### src/rtl/bcd_mul2.sv
module bcd_mul2 (
  input  logic [7:0]  op_x,
  input  logic [7:0]  op_y,
  output logic [15:0] prod,
  output logic        bad_digit
);

  logic [6:0]  pp [4];
  logic [3:0]  tn [4];
  logic [3:0]  un [4];
  logic [15:0] t00, t01, t10, t11, s_a, s_b, s_c;

  function automatic logic [15:0] dec_add(input logic [15:0] a, input logic [15:0] b);
    logic [15:0] r;
    logic [4:0]  s;
    logic        cy;
    r  = '0;
    cy = 1'b0;
    for (int i = 0; i < 4; i++) begin
      s = {1'b0, a[i*4 +: 4]} + {1'b0, b[i*4 +: 4]} + {4'b0, cy};
      if (s > 5'd9) begin
        s  = s + 5'd6;
        cy = 1'b1;
      end else begin
        cy = 1'b0;
      end
      r[i*4 +: 4] = s[3:0];
    end
    return r;
  endfunction

  assign bad_digit = (op_x[7:4] > 4'd9) || (op_x[3:0] > 4'd9) ||
                     (op_y[7:4] > 4'd9) || (op_y[3:0] > 4'd9);

  // index k: bit1 selects digit of x, bit0 selects digit of y
  always_comb begin
    for (int k = 0; k < 4; k++) begin
      logic [3:0] xd, yd, t;
      xd = k[1] ? op_x[7:4] : op_x[3:0];
      yd = k[0] ? op_y[7:4] : op_y[3:0];
      pp[k] = {3'b0, xd} * {3'b0, yd};
      t = 4'd0;
      for (int m = 1; m < 10; m++)
        if (pp[k] >= 7'(10 * m)) t = 4'(m);
      tn[k] = t;
      un[k] = 4'(pp[k] - 7'(10 * t));
    end
  end

  assign t00 = {8'h00, tn[0], un[0]};
  assign t01 = {4'h0, tn[1], un[1], 4'h0};
  assign t10 = {4'h0, tn[2], un[2], 4'h0};
  assign t11 = {tn[3], un[3], 8'h00};

  assign s_a = dec_add(t00, t01);
  assign s_b = dec_add(t10, t11);
  assign s_c = dec_add(s_a, s_b);

  assign prod = bad_digit ? 16'h0000 : s_c;

  always_comb begin
    AST_ZERO_WHEN_BAD: assert (!bad_digit || prod == 16'h0000);
    AST_OUT_DIGITS: assert (prod[15:12] <= 4'd9 && prod[11:8] <= 4'd9 &&
                            prod[7:4] <= 4'd9 && prod[3:0] <= 4'd9);
    for (int k = 0; k < 4; k++) begin
      AST_PP_RANGE: assert (bad_digit || pp[k] <= 7'd81);
      AST_SPLIT_OK: assert (bad_digit || (tn[k] <= 4'd9 && un[k] <= 4'd9 &&
                            7'(tn[k] * 10) + 7'(un[k]) == pp[k]));
    end
    AST_ZERO_OPERAND: assert (!(op_x == 8'h00 && op_y[3:0] <= 4'd9 && op_y[7:4] <= 4'd9)
                              || (prod == 16'h0000 && !bad_digit));
  end

endmodule

### config.mk
export PLATFORM = sky130hd
export DESIGN_NAME = bcd_mul2
export DESIGN_NICKNAME = d
export VERILOG_FILES = /design/src/rtl/bcd_mul2.sv
export SDC_FILE = /design/constraint.sdc
export NUM_CORES = 1
export LEC_CHECK = 0
export BUFFER_PORTS_ARGS = -buffer_cell sky130_fd_sc_hd__buf_2
export CORE_ASPECT_RATIO = 1.4
export CORE_MARGIN = 2
export CORE_UTILIZATION = 26
export DETAILED_ROUTE_END_ITERATION = 8
export SYNTH_ARGS = -nofsm -noshare
export SYNTH_HDL_FRONTEND = slang
export SYNTH_SLANG_ARGS = --single-unit
export TNS_END_PERCENT = 100
### constraint.sdc
create_clock -name vclk -period 35.6
set_input_delay 3.56 -clock vclk [all_inputs]
set_output_delay 3.56 -clock vclk [all_outputs]
set_load 0.05 [all_outputs]
After elaboration in Yosys (flattened, before gate mapping)
Index checks and enable logic that the tools add are counted.
{ "totals": {"regBits": 0, "latchBits": 0, "mem_bits_rw": 0, "mem_bits_ro": 0, "input_bits": 16, "memories": 0} }
{ "classes": {"add_sub_neg": 27, "n_mul": 8, "n_div": 0, "n_lt_le_gt_ge": 51, "eq_ne": 0, "shifts": 0, "mux": 56, "bitwise_logic": 0, "reduce_logical": 3} }
{ "ops": {"columns": ["cell", "n"], "rows": [
  ["4-bit 2-to-1 mux", 37],
  ["7-bit by 6-bit >= comparator with 1-bit output (second input constant)", 12],
  ["7-bit >= comparator (second input constant)", 12],
  ["7-bit by 5-bit >= comparator with 1-bit output (second input constant)", 8],
  ["4-bit by 3-bit adder with 4-bit output (second input constant)", 10],
  ["5-bit by 4-bit greater-than comparator with 1-bit output (second input constant)", 7],
  ["7-bit by 4-bit >= comparator with 1-bit output (second input constant)", 4],
  ["4-bit greater-than comparator (second input constant)", 7],
  ["4-bit by 4-bit multiplier with 7-bit output", 4],
  ["4-bit by 4-bit adder with 5-bit output", 5],
  ["5-bit by 1-bit adder with 5-bit output", 5],
  ["3-bit by 4-bit multiplier with 3-bit output (first input constant)", 4],
  ["16-bit 2-to-1 mux", 1],
  ["4-bit subtractor", 4],
  ["1-bit 2-to-1 mux", 12],
  ["3-bit 2-to-1 mux", 4],
  ["4-bit by 1-bit adder with 5-bit output", 2],
  ["1-bit by 3-bit adder with 4-bit output (second input constant)", 1],
  ["1-bit by 4-bit greater-than comparator with 1-bit output (second input constant)", 1],
  ["2-bit 2-to-1 mux", 2],
  ["1-bit logical OR", 3]
]} }

Depth between registers and ports, before layout
Gate-level depths: netlist (run 1).
{ "depth": {"ltp_word": 29, "depth_mapped": 48} }

Least setup slack after synthesis (run 1)
No wires, ideal clock.
{ "synth_path": {"path_kind": "input port to output port", "startpoint": "input port op_y[3]", "endpoint": "output port prod[15]", "t_arrival_ps": 14183, "setup_slack_ps": 17857, "stages": 41, "path_cell_list": "buf_2 -> nand2_1 -> fa_1 -> inv_1 -> fa_1 -> fa_1 -> xor2_1 -> a21oi_1 -> o311a_1 -> o211ai_1 -> inv_1 -> ha_1 -> fa_1 -> xnor2_1 -> xnor2_1 -> xor2_1 -> a21oi_1 -> fa_1 -> [... 5 more ...] -> inv_1 -> ha_1 -> ha_1 -> xnor2_1 -> ha_1 -> nand2_1 -> a21oi_1 -> a21boi_1 -> a21o_1 -> ha_1 -> a21o_1 -> a21oi_1 -> xor2_1 -> o21ai_0 -> fa_1 -> ha_1 -> or3_1 -> o311ai_1"} }
{ "synth_between": {"elab_chain_cells": 29, "word_cells_on_any_way": 92} }
{ "synth_lines": {"columns": ["item", "line", "source"], "rows": [
  ["start, declared", "3", "input logic [7:0] op_y,"],
  ["4-bit by 4-bit multiplier with 7-bit output", "41", "pp[k] = {3'b0, xd} * {3'b0, yd};"],
  ["7-bit by 4-bit >= comparator with 1-bit output", "44", "if (pp[k] >= 7'(10 * m)) t = 4'(m);"],
  ["1-bit 2-to-1 mux", "44", null],
  ["2-bit 2-to-1 mux (2 in series)", "44", null],
  ["3-bit 2-to-1 mux (4 in series)", "44", null],
  ["4-bit 2-to-1 mux (2 in series)", "44", null],
  ["3-bit by 4-bit multiplier with 3-bit output", "46", "un[k] = 4'(pp[k] - 7'(10 * t));"],
  ["4-bit subtractor", "46", null],
  ["[... 8 more ...]", null, null],
  ["1-bit 2-to-1 mux or 4-bit by 4-bit adder with 5-bit output (tied branches)", "21, 20", null],
  ["5-bit by 1-bit adder with 5-bit output", "20", "s = {1'b0, a[i*4 +: 4]} + {1'b0, b[i*4 +: 4]} + {4'b0, cy};"],
  ["5-bit by 4-bit greater-than comparator with 1-bit output", "21", "if (s > 5'd9) begin"],
  ["1-bit 2-to-1 mux", "21", null],
  ["5-bit by 1-bit adder with 5-bit output", "20", null],
  ["4-bit by 3-bit adder with 4-bit output or 5-bit by 4-bit greater-than comparator with 1-bit output (tied branches)", "22, 21", null],
  ["4-bit 2-to-1 mux", "21", null],
  ["16-bit 2-to-1 mux *", "59", "assign prod = bad_digit ? 16'h0000 : s_c;"],
  ["end, declared", "4", "output logic [15:0] prod,"]
]} }
Every way passes the cells marked *; elsewhere a longest branch is shown, timed or not.

Worst setup path in the final report (run 1)
{ "layout_path": {"startpoint": "input port op_y[3]", "endpoint": "output port prod[13]"} }
Same word-level chain as after synthesis.

==> results of run 1 <==
## cell type report
type / count / area (sq um)
Fill cell: 1753 / 11580
Multi-Input combinational cell: 488 / 3985
Inverter: 68 / 255.2
Tap cell: 199 / 249.0
Timing Repair Buffer: 34 / 172.7
## worst max path at each step
stage                       start        to  slack [ns]
after floorplan           op_y[3]  prod[15]       17.86
after global placement    op_x[0]  prod[13]       17.60
after detailed placement  op_y[3]  prod[13]       17.39
after CTS                 op_y[3]  prod[13]       17.38
after global routing      op_y[3]  prod[13]       16.34
final                     op_y[3]  prod[13]       17.40
## per-stage QoR
| step | area, sq um | hold WS [ns] | util [%] | cells | setup slack [ns] |
|---|---|---|---|---|---|
| after CTS | 4662 | 7.607 | 28.71 | 789 | 17.38 |
| after detailed placement | 4662 | 7.607 | 28.71 | 789 | 17.39 |
| final | 4662 | 7.603 | 28.71 | 789 | 17.40 |
| after global placement | 4662 | 7.606 | 28.71 | 789 | 17.60 |
| after floorplan | 4318 | 7.338 | - | 570 | 17.86 |
| after global routing | 4662 | 7.646 | 28.71 | 789 | 16.34 |
## per-layer routing
layer | wire length (microns) | vias to the layer above | share of wire (%)
li1 | - | 1990 | -
met1 | 3532 | 1818 | 38
met2 | 5500 | 27 | 60
met3 | 143 | 6 | 1.5
met4 | 49 | 0 | 0.53
met5 | 0 | - | 0
## tightest hold or removal path: stages
cell	delay (ns)
buf_2	0.14
nand2_1	0.08
nor2_1	0.05
buf_2	0.20
## kinds of logic (layout without fill, tap and decap cells)
group,Yosys count,after routing,share of synthesized area (%)
and+or+nand+nor,189,189,21.59
AOI/OAI and AO/OA,137,137,22.43
adders and majority gates,102,102,34.60
buffers and inverters,82,102,7.708
xor gates and xnor gates,52,52,11.68
muxes,8,8,1.999
## placed cells by master (no fill, tap or decap), drive strengths merged, types with 4 or more instances in the layout
cell,count
nand2b,10
o211ai,4
ha,73
buf,34
fa,29
a31oi,6
nor3,7
a211oi,5
o21ai,29
a21o,16
inv,68
o21a,6
xor2,16
nand2,62
o31ai,4
a21oi,37
nor2b,5
xnor2,36
nor2,39
and2,38
nand3,10
mux2i,6
or3,5
a22oi,5
==> impl_metrics.csv, run 1 <==
group,metric,value,unit
drt,drt_wl_total,9.226,mm
synthesis,ys_seq_area_share,0,%
drt,via_per_inst,4.868,
clock_network,hold_buffers,0,
timing,max_freq,54.95,MHz
cells_and_area,nClkBuffers,0,
synthesis,yosys_warnings,0,
global_route,use_met3,0.3486,%
hold_path,hold_path.startpoint,"op_x[0]",
timing,fin_tns_setup,0,ns
place,gp_congestion,0.7922,
synthesis,synth_top_area_cell,"ha_1",
floorplan,initial_core_util,26.59,%
timing,drv_slew,0,
global_route,grt_pass1_wl,16.70,mm
cells_and_area,register_area,0,sq um
floorplan,die_area,17670,sq um
drt,first_pass_iters,6,
synthesis,synth_commonest_cells,"ha_1 (73), inv_1 (67), nand2_1 (61), nor2_1 (39), and2_1 (38)",
worst_setup_path,max_stage_delay,0.63,ns
timing,rsz0062_at_grt,"false",
global_route,grt_pass1_vias,3866,
global_route,grt_usage,10.84,%
synthesis,synth_top_area_share,21.15,%
drt,drtIter0Drc,141,
run,maxCapViolations,0,
timing,setup_viol,0,
worst_setup_path,crit_fanout,11,
worst_setup_path,crit_cells,46,
floorplan,die_x,112.9,microns
synthesis,syn_avg_cell_area,7.575,sq um
status,violations,"DRC",
cells_and_area,seq_cells,0,
drt,antenna_left,0,
status,outcome,"complete, but fails checks",
synthesis,syn_area,4318,sq um
worst_setup_path,crit_path_start_kind,"input port",
timing,period_share,51.12,%
clock_network,cts_resized,0,
worst_setup_path,path_buf_inv,6,
synthesis,synthTopCellsByArea,"ha_1 (21%), fa_1 (13%), xnor2_1 (6.5%)",
place,hpwl,7.970,mm
timing,hold_viol,0,
clock_network,post_cts_buffers,0,
synthesis,yosysMostFrequentCell,"ha_1",
worst_setup_path,endpoint_kind,"output pin",
worst_setup_path,crit_arrival,14.64,ns
global_route,grt_start_max_net_pins,21,
worst_setup_path,cpLargestDelayFamily,"adder cells",
worst_setup_path,path_class,"in2out",
worst_setup_path,worst_ep_required_time,32.04,ns
global_route,antenna_found_initial,0,
global_route,grtUsageMet1,11.15,%
timing,fin_crit,18.20,ns
floorplan,std_cell_rows,55,
timing,maxSlewHeadroom,38.28,%
cells_and_area,syn_to_final_growth,7.969,%
synthesis,synth_nets,688,
hold_path,hold_class,"in2out",
global_route,busiest_layer,"met2",
cells_and_area,final_nets,710,
drt,post_drt_wl_per_cell,11.69,microns
hold_path,whs_endpoint,"prod[0]",
floorplan,fp.coreArea,16240,sq um
place,portBuffers,33,
drt,route.detailed.drc,2,
floorplan,fp.dieH,156.5,microns
global_route,overflow,0,
hold_path,hold_depth,4,
synthesis,synthCells,570,
global_route,met2_usage,24.41,%
worst_setup_path,crit_path_top_delay_cell,"xnor2_1",
synthesis,synthDistinctLibCells,71,
floorplan,boundaryPins,33,
cells_and_area,antenna_cells,0,
cells_and_area,drive_above_1_share,9.492,%
timing,tightest_slew,0.9227,ns
drt,vias,3841,
Power of run 1 is left out: the tool's default activity adds up to more than one toggle a clock period on the data nets, which glitch-free logic cannot reach.
==> inputs of run 2 (changes only) <==
==> constraint.sdc (replaced) <==
create_clock -name vclk -period 16.9
set_input_delay 1.69 -clock vclk [all_inputs]
set_output_delay 1.69 -clock vclk [all_outputs]
set_load 0.05 [all_outputs]
==> impl_metrics.csv, run 2 (same netlist as run 1, synthesis figures left out) <==
group,metric,value,unit
global_route,grt_usage,10.82,%
global_route,grt_start_max_net_pins,21,
timing,setup_viol,0,
cells_and_area,final_nets,710,
drt,vias,3850,
worst_setup_path,crit_path_top_delay_cell,"xnor2_1",
cells_and_area,fin_area,4662,sq um
timing,fin_crit,14.39,ns
worst_setup_path,max_stage_delay,0.62,ns
drt,drtIter0Drc,83,
cells_and_area,register_area,0,sq um
worst_setup_path,crit_path_start_kind,"input port",
timing,fin_tns_setup,0,ns
drt,drt_wl_total,9.264,mm
hold_path,whs_endpoint,"prod[0]",
global_route,overflow,0,
worst_setup_path,path_class,"in2out",
place,gp_congestion,0.7905,
cells_and_area,seq_cells,0,
hold_path,hold_class,"in2out",
run,maxCapViolations,0,
cells_and_area,final_common_cell,"ha_1",
cells_and_area,fillCellCount,1783,
drt,antenna_left,0,
timing,worst_slack,2.510,ns
drt,first_pass_iters,6,
cells_and_area,antenna_cells,0,
timing,drv_slew,0,
drt,route.detailed.drc,2,
floorplan,fp.dieH,156.5,microns
place,portBuffers,33,
worst_setup_path,crit_arrival,12.70,ns
place,hpwl,8.016,mm
floorplan,die_area,17670,sq um
worst_setup_path,crit_fanout,11,
drt,via_per_inst,4.880,
global_route,grt_pass1_vias,3861,
cells_and_area,syn_to_final_growth,7.969,%
timing,max_freq,69.49,MHz
timing,tightest_slew,0.9103,ns
timing,rsz0062_at_grt,"false",
cells_and_area,nClkBuffers,0,
floorplan,std_cell_rows,55,
place,dp_slack,2.483,ns
clock_network,hold_buffers,0,
cells_and_area,drive_above_1_share,9.492,%
timing,maxSlewHeadroom,39.11,%
global_route,grt_pass1_wl,16.62,mm
worst_setup_path,endpoint_kind,"output pin",
place,placedInstanceArea,4662,sq um
cells_and_area,final_cell_mix,"ha_1 (73), inv_1 (67), nand2_1 (61)",
floorplan,die_x,112.9,microns
floorplan,boundaryPins,33,
drt,post_drt_wl_per_cell,11.74,microns
floorplan,fp.coreArea,16240,sq um
global_route,antenna_found_initial,0,
cells_and_area,fin_util,28.71,%
timing,hold_viol,0,
status,violations,"DRC",
worst_setup_path,cp_common_cell,"ha_1",
hold_path,hold_path.startpoint,"op_x[0]",
clock_network,post_cts_buffers,0,
clock_network,cts_resized,0,
worst_setup_path,worst_ep_required_time,15.21,ns
hold_path,hold_depth,4,
status,outcome,"complete, but fails checks",
floorplan,initial_core_util,26.59,%
timing,period_share,85.15,%
[run 2: cell counts in the layout (fill, tap and decap cells not counted)]
Identical to the previous run, type by type.
[run 2: area by class of cell]
class              count  area (sq um)  area share [%]
inverters             68         255.2           5.475
multi-input cells    488          3985           85.48
well taps            199         249.0           5.341
repair buffers        34         172.7           3.704
[run 2: per-layer routing]
| layer | track usage [%] | routed length (microns) | share of wire [%] | vias up |
|---|---|---|---|---|
| li1 | - | - | - | 1996 |
| met2 | 24.56 | 5451 | 59 | 28 |
| met3 | 0.2324 | 131 | 1.4 | 10 |
| met1 | 10.77 | 3548 | 38 | 1816 |
| met5 | 0 | 0 | 0 | - |
| met4 | 1.220 | 132 | 1.4 | 0 |
[run 2: how the worst max path moves through the flow]
stage	startpoint	endpoint	cells past startpoint
2_1_floorplan	op_y[3]	prod[15]	41
6_report	op_y[3]	prod[13]	46
4_1_cts	op_y[3]	prod[13]	46
3_3_place_gp	op_x[0]	prod[13]	46
3_5_place_dp	op_y[3]	prod[13]	46
5_1_grt	op_y[3]	prod[13]	46
[run 2: critical path, delay by kind of cell]
| family | cells | cell delay [ns] |
|---|---|---|
| xor gates and xnor gates | 7 | 2.40 |
| muxes | 1 | 0.25 |
| buffers and inverters | 7 | 0.85 |
| adders and majority gates | 13 | 4.32 |
| AOI/OAI and AO/OA | 14 | 2.69 |
| and+or+nand+nor | 4 | 0.49 |
[run 2: stage by stage]
step | std cells | hold slack (ns)
CTS | 789 | 3.876
global route | 789 | 3.920
detailed placement | 789 | 3.875
finish | 789 | 3.873
floorplan | 570 | 3.598
global placement | 789 | 3.864
Power of run 2 is left out for the same reason.
